<file path="src/rtl/prio_irq_pkg.sv">
package prio_irq_pkg;
  // Action applied to the global enable flag at the next edge
  typedef enum logic [1:0] {
    GE_HOLD = 2'd0,
    GE_SET  = 2'd1,
    GE_CLR  = 2'd2
  } ge_op_e;
endpackage

</file>
<file path="src/rtl/prio_irq_edge.sv">
module prio_irq_edge #(
  parameter int NUM_SRC = 8
) (
  input  logic               clk,
  input  logic               rst,
  input  logic [NUM_SRC-1:0] lines,
  output logic [NUM_SRC-1:0] rise
);
  logic [NUM_SRC-1:0] prev_q;

  always_ff @(posedge clk) begin
    if (rst) prev_q <= '0;
    else     prev_q <= lines;
  end

  for (genvar g = 0; g < NUM_SRC; g++) begin : g_edge
    assign rise[g] = lines[g] & ~prev_q[g];
  end
endmodule

</file>
<file path="src/rtl/prio_irq_pend.sv">
module prio_irq_pend #(
  parameter int NUM_SRC = 8
) (
  input  logic               clk,
  input  logic               rst,
  input  logic [NUM_SRC-1:0] set_vec,
  input  logic [NUM_SRC-1:0] clr_vec,
  output logic [NUM_SRC-1:0] pend
);
  for (genvar g = 0; g < NUM_SRC; g++) begin : g_bit
    always_ff @(posedge clk) begin
      if (rst)             pend[g] <= 1'b0;
      else if (set_vec[g]) pend[g] <= 1'b1;   // set beats clear
      else if (clr_vec[g]) pend[g] <= 1'b0;
    end
  end
endmodule

</file>
<file path="src/rtl/prio_irq_pick.sv">
module prio_irq_pick #(
  parameter int NUM_SRC = 8,
  parameter int IDX_W   = 3
) (
  input  logic [NUM_SRC-1:0] cand,
  output logic               any,
  output logic [IDX_W-1:0]   idx
);
  always_comb begin
    any = 1'b0;
    idx = '0;
    for (int i = 0; i < NUM_SRC; i++) begin
      if (cand[i]) begin
        any = 1'b1;
        idx = IDX_W'(i);   // later (higher) bits overwrite earlier ones
      end
    end
  end
endmodule

</file>
<file path="src/rtl/prio_irq_gen.sv">
module prio_irq_gen
  import prio_irq_pkg::*;
(
  input  logic   clk,
  input  logic   rst,
  input  ge_op_e op,
  output logic   gie
);
  always_ff @(posedge clk) begin
    if (rst) gie <= 1'b0;
    else begin
      case (op)
        GE_SET:  gie <= 1'b1;
        GE_CLR:  gie <= 1'b0;
        default: gie <= gie;
      endcase
    end
  end
endmodule

</file>
<file path="src/rtl/prio_irq_ctrl.sv">
module prio_irq_ctrl
  import prio_irq_pkg::*;
#(
  parameter int NUM_SRC = 8,
  localparam int IDX_W  = (NUM_SRC > 1) ? $clog2(NUM_SRC) : 1
) (
  input  logic               clk,
  input  logic               rst,
  input  logic [NUM_SRC-1:0] req_in,
  input  logic               mask_we,
  input  logic [NUM_SRC-1:0] mask_wdata,
  input  logic               ei_stb,
  input  logic               di_stb,
  input  logic               reti_stb,
  input  logic               ack,
  output logic               irq,
  output logic [IDX_W-1:0]   irq_idx,
  output logic [NUM_SRC-1:0] pend_o,
  output logic [NUM_SRC-1:0] mask_o,
  output logic               gie_o
);
  logic [NUM_SRC-1:0] rise;
  logic [NUM_SRC-1:0] clr_vec;
  logic [NUM_SRC-1:0] mask_q;
  logic [NUM_SRC-1:0] pend;
  logic               any;
  logic [IDX_W-1:0]   win;
  logic               gie;
  logic               take;
  ge_op_e             op;

  prio_irq_edge #(.NUM_SRC(NUM_SRC)) u_edge (
    .clk(clk), .rst(rst), .lines(req_in), .rise(rise)
  );

  always_ff @(posedge clk) begin
    if (rst)          mask_q <= '0;
    else if (mask_we) mask_q <= mask_wdata;
  end

  prio_irq_pick #(.NUM_SRC(NUM_SRC), .IDX_W(IDX_W)) u_pick (
    .cand(pend & mask_q), .any(any), .idx(win)
  );

  assign irq  = gie & any;
  assign take = ack & irq;

  always_comb begin
    clr_vec = '0;
    if (take) clr_vec[win] = 1'b1;
  end

  prio_irq_pend #(.NUM_SRC(NUM_SRC)) u_pend (
    .clk(clk), .rst(rst), .set_vec(rise), .clr_vec(clr_vec), .pend(pend)
  );

  // Clearing causes win over setting strobes
  always_comb begin
    if (take || di_stb)          op = GE_CLR;
    else if (ei_stb || reti_stb) op = GE_SET;
    else                         op = GE_HOLD;
  end

  prio_irq_gen u_gen (
    .clk(clk), .rst(rst), .op(op), .gie(gie)
  );

  assign irq_idx = win;
  assign pend_o  = pend;
  assign mask_o  = mask_q;
  assign gie_o   = gie;
endmodule

</file>
<file path="config.mk">
export PLATFORM = sky130hd
export DESIGN_NAME = prio_irq_ctrl
export DESIGN_NICKNAME = d
export VERILOG_FILES = /design/src/rtl/prio_irq_pkg.sv /design/src/rtl/prio_irq_edge.sv /design/src/rtl/prio_irq_pend.sv /design/src/rtl/prio_irq_pick.sv /design/src/rtl/prio_irq_gen.sv /design/src/rtl/prio_irq_ctrl.sv
export SDC_FILE = /design/constraint.sdc
export NUM_CORES = 1
export LEC_CHECK = 0
export ABC_AREA = 1
export BUFFER_PORTS_ARGS = -buffer_cell sky130_fd_sc_hd__buf_2
export CORE_MARGIN = 1
export CORE_UTILIZATION = 50
export CTS_BUF_LIST = sky130_fd_sc_hd__clkbuf_2 sky130_fd_sc_hd__clkbuf_4 sky130_fd_sc_hd__clkbuf_8
export CTS_CLUSTER_DIAMETER = 200
export DETAILED_ROUTE_END_ITERATION = 10
export PLACE_DENSITY = 0.81
export REMOVE_ABC_BUFFERS = 1
export SYNTH_ARGS = -nofsm -noshare
export SYNTH_HDL_FRONTEND = slang
export SYNTH_HIERARCHICAL = 1
export SYNTH_SLANG_ARGS = --single-unit
</file>
<file path="constraint.sdc">
create_clock -name clk -period 1.8 [get_ports clk]
set_input_delay 0.36 -clock clk [delete_from_list [all_inputs] [get_ports clk]]
set_output_delay 0.36 -clock clk [all_outputs]
set_load 0.01 [all_outputs]
</file>
==> flow_summary.toml <==
[logic_synthesis]
synth_area_leaders = "dfxtp_1, inv_1, nor2_1, nand2_1, a21oi_2"
yosysSeqAreaShare_pct = 41.97
syn_inst = 180
synth_area_per_cell_um2 = 6.624
yosys.area.top_type = "dfxtp_1"
yosysUniqueCellTypes = 13
synth_warnings = 6
syn-cell-area_um2 = 1192
synth_top_area_share_pct = 41.97
ys_ff_latch = 25

[hold_path]
hp-class = "primary input to register"
hold_depth = 3

[critical_path]
cp_num_cells = 9
cp_data_arrival_time_ps = 1330
r2r_cells = 13
critPathMaxStageDelay_ps = 370
setup.worst_path.class = "register to primary output"
path_max_fanout = 6
cp_slowest_cell = "dfxtp_1"
crit_family = "simple AND/OR/NAND/NOR gates"
setup.worst_path.start_class = "register"
cp.required_ps = 1440
cp_cell_sequence = "nand2_1 -> inv_1 -> nand2_1 -> nand2_1 -> nand2_1 -> nand2_1 -> nand2_1 -> nand2_2 -> buf_2"
critPathBufInv = 2
endpoint_kind = "primary output"
path_common_cell = "nand2_1"

[sta]
post-route-min-period_ps = 1688
finalSetupTns_ps = 0
timing_worst_slew_pin_value_ps = 211.2
post-route-period-util_pct = 93.79
final_max_slew_viol_count = 0
fmax_ghz = 0.5923
relSlewSlack_pct = 85.89
skew_ps = 1.870
rsz0062_at_grt = "yes"
final_hold_viol_count = 0
setup_viol = 0

[layout]
area_delta_synth_final_pct = 25.39
n_fill_cell = 214
drive_gt1_share_pct = 36.84
fin_nets = 253
fin_cells = 256
antenna_cells = 0
fin_util_pct = 66.95

[global_routing]
antenna_found_initial = 0
grt-ovfl-total = 0
grt_max_degree = 14
grt_pass1_wl_um = 3815
grt_pass1_vias = 955
track_usage_pct = 19.56

[clock_tree]
cts-buffers-inserted = 3
htree_levels = 1
clockBufferDepth = 2
root_buffer = "clkbuf_4"
ctsHoldBuffers = 0
cts_sinks = 25
clk_pin_slew_ps = 120
cts_tree = "built"
insertion_delay_ps = 310

[pwr]
p_per_area_nw_per_um2 = 747.1
p_leak_nw = 0.8425
power.total_mw = 1.117
ir_drop_mv = 0.6627

[route]
num_vias = 1132
vias_per_cell = 4.422
antenna_left = 0
drt_pass1_iterations = 4
drt-total-wl_um = 2306
wire_per_inst_um = 9.008
drt_iter0_markers = 20
drc_errors = 0

[floorplanning]
num_io_pins = 44
rows = 17
initial_core_util_pct = 53.39
die-area_um2 = 2584
fp.dieW_um = 50.84
coreArea_um2 = 2233
die_y_um = 50.84

[place]
hpwl_um = 1799
place.gp.congestion = 0.8235
dp.cells = 251
port-buffer-count = 43

[job]
cap_violations = 0

[run_status]
outcome = "finished clean"
-- area by class of cell --
cell class              instances  area (um2)  share of cell area, %
clock buffers                   4       30.03                  2.008
inverters                      48       180.2                  12.05
multi-input cells             105       506.7                  33.89
repair buffers                 46       237.7                  15.90
well taps                      28       35.03                  2.343
flip-flops and latches         25       505.5                  33.81
-- cell families (layout without fill, tap and decap cells) --
logic type | after synthesis | count (layout) | share of synthesized area, %
AO/OA/AOI/OAI | 16 | 16 | 9.234
AND/OR/NAND/NOR | 88 | 88 | 30.74
buffers and inverters | 50 | 98 | 17.00
adder cells (fa/ha/maj) | 1 | 1 | 1.049
flip-flops | 25 | 25 | 41.97
-- worst reg2reg max path: stages (launching register included) --
cell     delay [ps]
dfxtp_1         340
nand2_1          60
inv_1            50
nor2_2          170
nand3_1         140
nand3_2          90
nand2_1          70
nor2_1           90
inv_1            50
ha_1            280
inv_1            70
nand2_1          50
nand2_1          50
nor2_1           40
-- flip-flops by register name, indices dropped and copies added, names as in the netlist --
register       flops
mask_o             8
u_edge/prev_q      8
u_gen/gie          1
u_pend/pend        8
-- per-layer routing --
metal / track usage [%] / up-vias / wire length (um)
met5: 0 / - / 0
met4: 8.333 / 0 / 16
met3: 3.571 / 2 / 95
met2: 34.22 / 28 / 1115
met1: 23.29 / 486 / 1079
li1: - / 616 / -
-- report_power, final --
group | leakage, nW | total (mW) | switching, mW | internal [mW]
registers | 0.209 | 0.620 | 0.0266 | 0.594
clock network | 0.0184 | 0.254 | 0.152 | 0.102
logic | 0.615 | 0.243 | 0.143 | 0.0999
-- worst paths after layout --
path                                                   from                          end  slack [ps]
worst max-delay path                 mask_o[1]$_SDFFE_PP0P_                   irq_idx[0]         110
worst min-delay path                              req_in[4]  u_edge/prev_q[4]$_SDFF_PP0_         250
worst max register to register  u_pend/pend[6]$_SDFFE_PP0P_       u_gen/gie$_SDFFE_PP0P_         160
worst min register to register  u_edge/prev_q[2]$_SDFF_PP0_  u_pend/pend[2]$_SDFFE_PP0P_         490
-- cells in the final DEF (no fill, tap or decap), drive strengths merged --
cell type,instances
buf,46
inv,48
ha,1
dfxtp,25
clkbuf,4
nor3,1
nand2,32
nand3,8
nor2,47
a21oi,8
o21ai,8
-- timing repair --
item,4_1_cts,5_1_grt
gates resized for setup,0,12
endpoints found under the setup margin,0,5
setup buffers,0,1
-- Yosys cell counts, drive strengths merged --
cell type	instances
a21oi	8
nor2	47
inv	48
nor3	1
nand2	32
nand3	8
dfxtp	25
ha	1
o21ai	8
buf	2
-- stage by stage --
step                      worst slack (ps)  cell area (um2)  hold slack (ps)
after floorplan                      128.7             1170            422.4
after CTS                            34.54             1465            241.7
after global routing                -19.43             1495            244.8
final                                111.8             1495            249.2
after detailed placement             144.6             1435            476.8
after global placement               193.3             1435            471.7
No activity file was read; power rests on OpenSTA's default activity.
